[src/rtl/cld_pkg.sv]
package cld_pkg;
  // Bits needed to hold values 0..n inclusive.
  function automatic int cnt_bits(input int n);
    return (n < 1) ? 1 : $clog2(n + 1);
  endfunction
endpackage

[src/rtl/cld_sync.sv]
module cld_sync #(
  parameter int STAGES = 2
) (
  input  logic clk,
  input  logic rst,
  input  logic async_i,
  output logic chg_o
);
  logic [STAGES-1:0] chain_q;
  logic              prev_q;

  generate
    for (genvar i = 0; i < STAGES; i++) begin : g_stage
      if (i == 0) begin : g_first
        always_ff @(posedge clk) begin
          if (rst) chain_q[0] <= 1'b0;
          else     chain_q[0] <= async_i;
        end
      end else begin : g_next
        always_ff @(posedge clk) begin
          if (rst) chain_q[i] <= 1'b0;
          else     chain_q[i] <= chain_q[i-1];
        end
      end
    end
  endgenerate

  always_ff @(posedge clk) begin
    if (rst) prev_q <= 1'b0;
    else     prev_q <= chain_q[STAGES-1];
  end

  assign chg_o = chain_q[STAGES-1] ^ prev_q;
endmodule

[src/rtl/cld_stall.sv]
module cld_stall #(
  parameter int LOSS_CYC = 20
) (
  input  logic clk,
  input  logic rst,
  input  logic chg_i,
  output logic ok_o
);
  import cld_pkg::*;
  localparam int CW = cnt_bits(LOSS_CYC);
  localparam logic [CW-1:0] LIM = CW'(LOSS_CYC);

  logic [CW-1:0] quiet_q, quiet_n;
  logic          ok_q;

  always_comb begin
    if (chg_i)              quiet_n = '0;
    else if (quiet_q == LIM) quiet_n = LIM;
    else                    quiet_n = quiet_q + 1'b1;
  end

  always_ff @(posedge clk) begin
    if (rst) begin
      quiet_q <= '0;
      ok_q    <= 1'b1;
    end else begin
      quiet_q <= quiet_n;
      ok_q    <= (quiet_n < LIM);
    end
  end

  assign ok_o = ok_q;
endmodule

[src/rtl/cld_window.sv]
module cld_window #(
  parameter int HALF_CYC   = 5,
  parameter int WIN_HALVES = 4,
  parameter int MAX_MISS   = 1
) (
  input  logic clk,
  input  logic rst,
  input  logic chg_i,
  output logic err_o,
  output logic win_end_o
);
  import cld_pkg::*;
  localparam int PW = cnt_bits(HALF_CYC);
  localparam int HW = cnt_bits(WIN_HALVES);
  localparam logic [PW-1:0] PH_LAST  = PW'(HALF_CYC - 1);
  localparam logic [HW-1:0] HF_LAST  = HW'(WIN_HALVES - 1);
  localparam logic [HW-1:0] PASS_MIN = HW'(WIN_HALVES - MAX_MISS);

  logic [PW-1:0] phase_q;
  logic [HW-1:0] half_q, tally_q, tally_n;
  logic          seen_q, err_q, slot_end, hit;

  assign slot_end  = (phase_q == PH_LAST);
  assign win_end_o = slot_end && (half_q == HF_LAST);
  assign hit       = seen_q | chg_i;
  assign tally_n   = tally_q + HW'(hit);

  always_ff @(posedge clk) begin
    if (rst) begin
      phase_q <= '0;
      half_q  <= '0;
      tally_q <= '0;
      seen_q  <= 1'b0;
      err_q   <= 1'b0;
    end else if (slot_end) begin
      phase_q <= '0;
      seen_q  <= 1'b0;
      if (half_q == HF_LAST) begin
        half_q  <= '0;
        tally_q <= '0;
        err_q   <= (tally_n < PASS_MIN);
      end else begin
        half_q  <= half_q + 1'b1;
        tally_q <= tally_n;
      end
    end else begin
      phase_q <= phase_q + 1'b1;
      seen_q  <= hit;
    end
  end

  assign err_o = err_q;
endmodule

[src/rtl/clk_loss_detector.sv]
module clk_loss_detector #(
  parameter int LOSS_CYC    = 20,
  parameter int HALF_CYC    = 5,
  parameter int WIN_HALVES  = 4,
  parameter int MAX_MISS    = 1,
  parameter int SYNC_STAGES = 2
) (
  input  logic clk,
  input  logic rst,
  input  logic mon_clk,
  output logic clk_ok,
  output logic win_err
);
  logic mon_chg;
  logic win_end;

  // parameter sanity at elaboration
  generate
    if (LOSS_CYC <= HALF_CYC) begin : g_bad_loss
      $error("LOSS_CYC must exceed HALF_CYC");
    end
    if (MAX_MISS >= WIN_HALVES) begin : g_bad_miss
      $error("MAX_MISS must be below WIN_HALVES");
    end
  endgenerate

  cld_sync #(.STAGES(SYNC_STAGES)) u_sync (
    .clk(clk), .rst(rst), .async_i(mon_clk), .chg_o(mon_chg)
  );

  cld_stall #(.LOSS_CYC(LOSS_CYC)) u_stall (
    .clk(clk), .rst(rst), .chg_i(mon_chg), .ok_o(clk_ok)
  );

  cld_window #(
    .HALF_CYC(HALF_CYC), .WIN_HALVES(WIN_HALVES), .MAX_MISS(MAX_MISS)
  ) u_win (
    .clk(clk), .rst(rst), .chg_i(mon_chg), .err_o(win_err), .win_end_o(win_end)
  );
endmodule

[config.mk]
export PLATFORM = sky130hd
export DESIGN_NAME = clk_loss_detector
export DESIGN_NICKNAME = d
export VERILOG_FILES = /design/src/rtl/cld_pkg.sv /design/src/rtl/cld_sync.sv /design/src/rtl/cld_stall.sv /design/src/rtl/cld_window.sv /design/src/rtl/clk_loss_detector.sv
export SDC_FILE = /design/constraint.sdc
export NUM_CORES = 1
export LEC_CHECK = 0
export CORE_MARGIN = 2
export CORE_UTILIZATION = 59
export CTS_BUF_LIST = sky130_fd_sc_hd__clkbuf_16
export DETAILED_ROUTE_END_ITERATION = 7
export PLACE_DENSITY = 0.79
export RECOVER_POWER = 25
export SETUP_SLACK_MARGIN = 0.3
export SLEW_MARGIN = 40
export SYNTH_ARGS = -nofsm -noshare
export SYNTH_HDL_FRONTEND = slang
export SYNTH_SLANG_ARGS = --single-unit
[constraint.sdc]
create_clock -name clk -period 2.92 [get_ports clk]
set_clock_uncertainty 0.2 [all_clocks]
set_input_delay 0.584 -clock clk [delete_from_list [all_inputs] [get_ports clk]]
set_output_delay 0.584 -clock clk [all_outputs]
set_load 0.02 [all_outputs]
Word level (Yosys, flattened, before mapping):

Index checks and enable logic that the tools add are counted.

* register bits: 20
* input port bits: 3
* output and inout bits: 2
* logic and storage cells: 27

* $add $sub $neg: 4
* $lt $le $gt $ge: 2
* equal/unequal tests: 3
* mux-type cells: 4
* bitwise gates (word level): 2
* reductions and logical operators: 2

Operators with widths (number)
* $mux 5: 2
* $add 3x1->3 const B: 2
* $mux 3: 2
* $add 5x1->5 const B: 1
* $eq 5x5->1 const B: 1
* $lt 5x5->1 const B: 1
* $add 3x1->3: 1
* $eq 3x2->1 const B: 1
* $eq 3x3->1 const B: 1
* $lt 3x2->1 const B: 1
* $reduce_and 2->1: 1
* $reduce_or 2->1: 1
* $or 1x1->1: 1
* $xor 1x1->1: 1

Depth between registers and ports, before layout:

Gate-level depths: netlist of the first run.

* word-level depth: 4
* mapped depth: 8
* mapped depth without buffers: 8

Cells and area by module:

From an unflattened synthesis of the first run, not the netlist that was laid out.

* cell total of the unflattened synthesis: 88
* area, all modules: 854.6 µm²

By module, submodules not included
* cld_window: instances 1, cells each 55, area an instance 511.7 µm²
* cld_stall: instances 1, cells each 26, area an instance 255.2 µm²
* cld_sync: instances 1, cells each 7, area an instance 87.6 µm²

Least setup slack after synthesis of the first run:

Ideal clock, no wire load.

* path type: reg-to-reg
* start: register u_sync.chain_q[1]
* end: register u_win.err_q, in the netlist u_win.err_o
* data arrival time: 1600 ps
* data required time: 2650 ps
* path slack: 1050 ps
* stages on the path, launching flop included: 8
* path buffers: 0
* cell sequence: dfxtp_1 xor2_1 nor2_1 inv_1 ha_1 ha_1 a2111o_1 a21oi_1

* word-level cells in the longest chain between the ends: 4

RTL lines
* start, declared: RTL line cld_sync.sv:9 `logic [STAGES-1:0] chain_q;`
* start signal, assigned by index: RTL line cld_sync.sv:22 `else chain_q[i] <= chain_q[i-1];`
* $xor 1x1->1: RTL line cld_sync.sv:33 `assign chg_o = chain_q[STAGES-1] ^ prev_q;`
* $or 1x1->1: RTL line cld_window.sv:25 `assign hit = seen_q | chg_i;`
* via u_win.hit: RTL line cld_window.sv:21 `logic seen_q, err_q, slot_end, hit;`
* $add 3x1->3: RTL line cld_window.sv:26 `assign tally_n = tally_q + HW'(hit);`
* $lt 3x2->1: RTL line cld_window.sv:41 `err_q <= (tally_n < PASS_MIN);`
* end signal, assigned: RTL line cld_window.sv:41
* end, declared: RTL line cld_window.sv:21

The timed path passes the listed nets, and every way through them passes these cells.
A chain may end at the register's enable or synchronous reset.

Worst setup path after layout of the first run:

Same ends and word-level chain as after synthesis.

==> results of run 1 <==
## kinds of logic after synthesis
group           Yosys count  share of synthesized area (%)
simple gates             34                           21.9
flops                    20                           47.8
compound gates           14                           10.9
buf+inv                  10                           4.78
fa+ha+maj                 7                           10.4
xor+xnor                  4                           4.18
## area by class of cell
cell class | count | area, um2
Clock inverter | 1 | 30.0
Tap cell | 15 | 18.8
Multi-Input combinational cell | 59 | 398
Timing Repair Buffer | 4 | 40.0
Inverter | 7 | 26.3
Fill cell | 99 | 329
Sequential cell | 20 | 400
Clock buffer | 3 | 75.1
## where the power goes
group	switching, mW	internal [mW]	total (mW)
Combinational	0.0223	0.0191	0.0413
Sequential	0.00823	0.285	0.293
Clock	0.0976	0.272	0.369
Total	0.128	0.576	0.704
## synthesized netlist by cell type (all sizes together)
cell type,n
nand3b,1
nand2,7
nor3b,2
ha,7
or2,1
xor2,4
a2111o,2
a211o,1
nand2b,2
nor3,4
dfxtp,20
nand3,5
o21ai,3
and3b,1
nor2,5
a21oi,8
and4b,1
buf,2
nor2b,4
clkbuf,1
inv,7
and2,1
## flip-flops by register name, summed over array words and instances (netlist names)
| signal | cells |
|---|---|
| u_stall.quiet_q | 5 |
| u_win.half_q | 3 |
| u_win.phase_q | 3 |
| u_win.tally_q | 3 |
| u_sync.chain_q | 2 |
| u_stall.ok_o | 1 |
| u_sync.prev_q | 1 |
| u_win.err_o | 1 |
| u_win.seen_q | 1 |
## through the flow
| step | utilization (%) | power (mW) |
|---|---|---|
| floorplan | - | 0.331 |
| global placement | 67.0 | 0.339 |
| detailed placement | 67.0 | 0.341 |
| CTS | 75.0 | 0.710 |
| global route | 75.0 | 0.733 |
| finish | 75.0 | 0.704 |
## worst paths after layout
| path | to | slack [ps] |
|---|---|---|
| setup / recovery | u_win.err_o | 890 |
| setup reg to reg | u_win.err_o | 890 |
| hold / removal | u_sync.chain_q[1] | 240 |
| hold reg to reg | u_sync.chain_q[1] | 240 |
## per-layer routing
metal	global-route usage (%)	part of all wire (%)	up-vias
met5	0	0	-
met4	9.68	0.86	0
met3	5.22	3.1	2
met2	26.3	41	7
met1	22.7	55	252
li1	-	-	311
==> results.toml, run 1 <==
[run_status]
status = "complete, no violations"

[synthesis]
syn-num-nets = 99
netlist.area_leader.share_pct = 47.8
yosysWarnings = 0
ys_types = 24
syn_inst = 89
syn_area_per_cell_um2 = 9.42
syn-cell-area_um2 = 838
ys_ff_latch = 20
ys_seq_area_share_pct = 47.8
yosys.area.top_type = "dfxtp_1"
netlist_top_cells_area = "dfxtp_1 48%, ha_1 10%, a21oi_1 4.8%"

[worst_setup_path]
cp_max_fo = 5
worstPathRequired_ps = 2900
cp.arrival_ps = 2000
path_delay_family = "compound AO/OA/AOI/OAI gates"
max_stage_delay_ps = 410
cp_cell_sequence = "xor2_1 > nor2_1 > inv_1 > ha_1 > ha_1 > a2111o_1 > a21oi_1"
slowest_stage = "a2111o_1"
crit_type = "reg -> reg"
cp-end-kind = "flip-flop"
worst-path-buf-inv = 1
worst-r2r-cell-count = 7
start_kind = "flip-flop"
startpoint = "u_sync.chain_q[1]"
critPathMostFrequentCell = "ha_1"
timing.rr.start = "u_sync.chain_q[1]"
cp_num_cells = 7

[sta]
fmax_mhz = 494
rsz0062_at_grt = "false"
maxSlewViolCount = 0
worst_pin_slew_ps = 629
fin_ws_ps = 895
finalSetupTns_ps = 0
layout_min_cycle_time_ps = 2030
whs_ps = 244
finalSetupViolCount = 0
fin_crit_sh_pct = 69.3
finalHoldViolations = 0
slew-limit-headroom_pct = 58.0

[clock_tree]
cts_root_buffer = "clkbuf_16"
clkTransAtPathRegs_ps = 60
clock_latency_ps = 250
clkSinkCount = 20
clockBufferDepth = 2
cts_setup_buffers = 0
h-tree-depth = 1
postCtsHoldBufs = 0
cts_tree = "built"
cts_buffers = 3
cts_resized = 0

[placement]
place_area_um2 = 883
place_congestion = 0.720
numPortBuffers = 4
dpl_worst_slack_ps = 806
hpwl_um = 854
placed_cells = 105

[power_and_ir_drop]
p_leak_nw = 0.418
powerDensity_nw_per_um2 = 712
ir_worst_vdd_mv = 0.492

[drt]
first_pass_iters = 3
wire_per_inst_um = 11.7
drc_errors = 0
routed_via_density = 5.25
vias = 572
routed_wl_um = 1270
antenna_left = 0
drt_iter0_drc = 8

[grt]
grt_pass1_vias = 572
antenna_found_initial = 0
grt.overflow.total = 0
grt_usage_pct = 17.6
grt_pass1_wl_um = 2350
grt_max_degree = 19

[cells_and_area]
synthToLayoutAreaGrowth_pct = 17.9
n_antenna_cell = 0
final_cell_mix = "20 x dfxtp_1, 8 x a21oi_1, 7 x inv_1, 7 x ha_1, 6 x nand2_1"
stdcell_count = 109
postLayoutCellArea_um2 = 988
nets = 105
mostFrequentLayoutCell = "dfxtp_1"
layout-drive-gt1-share_pct = 8.51

[worst_hold_path]
min_from = "u_sync.chain_q[0]"
hp-class = "reg -> reg"
hold_depth = 1

[die]
die_area_um2 = 1740
io_pins = 5
die_width_um = 41.7
core_area_um2 = 1320
chipHeight_um = 41.7
rows = 13
start_util_pct = 63.6

[run]
drv_cap = 0
Power figures use the tool's default switching activity.
==> run 2: changes to the inputs <==
Settings changed: CORE_UTILIZATION 59 to 55, PLACE_DENSITY 0.79 to 0.75.
Clock period 2.92 ns to 2 ns, I/O delays scaled along.
==> results.toml, run 2 (same netlist as run 1, synthesis figures left out) <==
[clock_tree]
h-tree-depth = 1
postCtsHoldBufs = 0
cts_buffers = 3
cts_tree = "built"
clkSinkCount = 20
clkTransAtPathRegs_ps = 50
clockBufferDepth = 2
clock_latency_ps = 250
cts_root_buffer = "clkbuf_16"

[power_and_ir_drop]
ir_worst_vdd_mv = 0.826
p_leak_nw = 0.429
powerDensity_nw_per_um2 = 993

[die]
io_pins = 5
core_area_um2 = 1470
chipHeight_um = 43.0
start_util_pct = 57.0
die_area_um2 = 1850
rows = 14
die_width_um = 43.0

[worst_setup_path]
cp.arrival_ps = 1830
cp-end-kind = "flip-flop"
critPathMostFrequentCell = "ha_4"
path_delay_family = "compound AO/OA/AOI/OAI gates"
cp_max_fo = 3
crit_type = "reg -> reg"
worst-path-buf-inv = 1
max_stage_delay_ps = 330
cp_cell_sequence = "xor2_2 > nor2_1 > inv_1 > ha_4 > ha_4 > xor2_1 > a2111o_1 > a21oi_1"
start_kind = "flip-flop"
worstPathRequired_ps = 1980
slowest_stage = "dfxtp_2"

[grt]
antenna_found_initial = 0
grt_pass1_wl_um = 2520
grt_max_degree = 13
grt.overflow.total = 0
grt_pass1_vias = 619
grt_usage_pct = 18.3

[placement]
dpl_worst_slack_ps = 122
numPortBuffers = 4
hpwl_um = 928
place_congestion = 0.769

[sta]
finalHoldViolations = 0
worst_pin_slew_ps = 364
maxSlewViolCount = 0
finalSetupViolCount = 0
layout_min_cycle_time_ps = 1850
fin_ws_ps = 152
fin_crit_sh_pct = 92.4
fmax_mhz = 541
rsz0062_at_grt = "true"
finalSetupTns_ps = 0
slew-limit-headroom_pct = 75.7

[drt]
drc_errors = 0
antenna_left = 0
drt_iter0_drc = 2
first_pass_iters = 4
wire_per_inst_um = 12.3
vias = 603
routed_via_density = 5.29
routed_wl_um = 1400

[run_status]
status = "complete, no violations"

[cells_and_area]
mostFrequentLayoutCell = "dfxtp_1"
nets = 109
layout-drive-gt1-share_pct = 15.3
regMostFlops = "u_stall.quiet_q"
largest_reg_flops = 5
final_cell_mix = "18 x dfxtp_1, 8 x a21oi_1, 7 x inv_1"
synthToLayoutAreaGrowth_pct = 24.6
n_antenna_cell = 0

[run]
drv_cap = 0

[worst_hold_path]
hp-class = "reg -> reg"
## run 2: changes by cell type in the layout (fill, tap and decap cells not counted), moves of 2 or more
| cell | delta |
|---|---|
| buf_4 | +2 |
| dlygate4sd2_1 | +2 |
| clkdlybuf4s50_1 | -2 |
| ha_1 | -2 |
| ha_4 | +2 |
| clkbuf_1 | +2 |
| dfxtp_2 | +2 |
| dfxtp_1 | -2 |
## run 2: cell type report
class	count	area [um2]
clock buffers	3	75.1
clock inverters	1	30.0
fillers	118	427
inverters	7	26.3
multi-input cells	59	430
flip-flops and latches	20	403
well taps	16	20.0
repair buffers	8	60.1
## run 2: power by group
| group | switching [mW] | internal [mW] | total (mW) |
|---|---|---|---|
| logic | 0.0354 | 0.0322 | 0.0676 |
| registers | 0.0138 | 0.417 | 0.430 |
| clock network | 0.142 | 0.397 | 0.539 |
| total | 0.192 | 0.845 | 1.04 |
## run 2: final timing paths
check / start / end / slack [ps] / cells after the start
min reg2reg: u_sync.chain_q[0] / u_sync.chain_q[1] / 240 / 1
min: u_sync.chain_q[0] / u_sync.chain_q[1] / 240 / 1
max: u_sync.chain_q[1] / u_win.err_o / 150 / 8
max reg2reg: u_sync.chain_q[1] / u_win.err_o / 150 / 8
## run 2: through the flow
| stage | total power, mW | instances | util (%) | instance area [um2] | hold WS (ps) |
|---|---|---|---|---|---|
| final | 1.04 | 114 | 71.0 | 1040 | 240 |
| after global routing | 1.06 | 114 | 71.0 | 1040 | 255 |
| after CTS | 1.04 | 114 | 70.8 | 1040 | 241 |
| after detailed placement | 0.503 | 108 | 62.8 | 923 | 233 |
| after global placement | 0.500 | 108 | 62.8 | 923 | 221 |
| after floorplan | 0.485 | 89 | - | 862 | 214 |
## run 2: layer usage
layer | global-route usage (%) | share of wire (%)
met1 | 22.2 | 47
met2 | 29.7 | 49
met3 | 8.09 | 2.8
met4 | 4.85 | 0.71
met5 | 0 | 0
## run 2: timing repair
item | in CTS | in global routing
pin swaps | 4 | 1
endpoints found under the setup margin | 4 | 2
resized for setup | 3 | 1
buffers inserted | 2 | 0
==> run 3: changes to the inputs <==
Settings changed: CTS_CLUSTER_SIZE from default to 40, HOLD_SLACK_MARGIN from default to 0.1.
==> results of run 3 <==
Same layout as run 2: the final DEF is identical, and so are final timing and power.
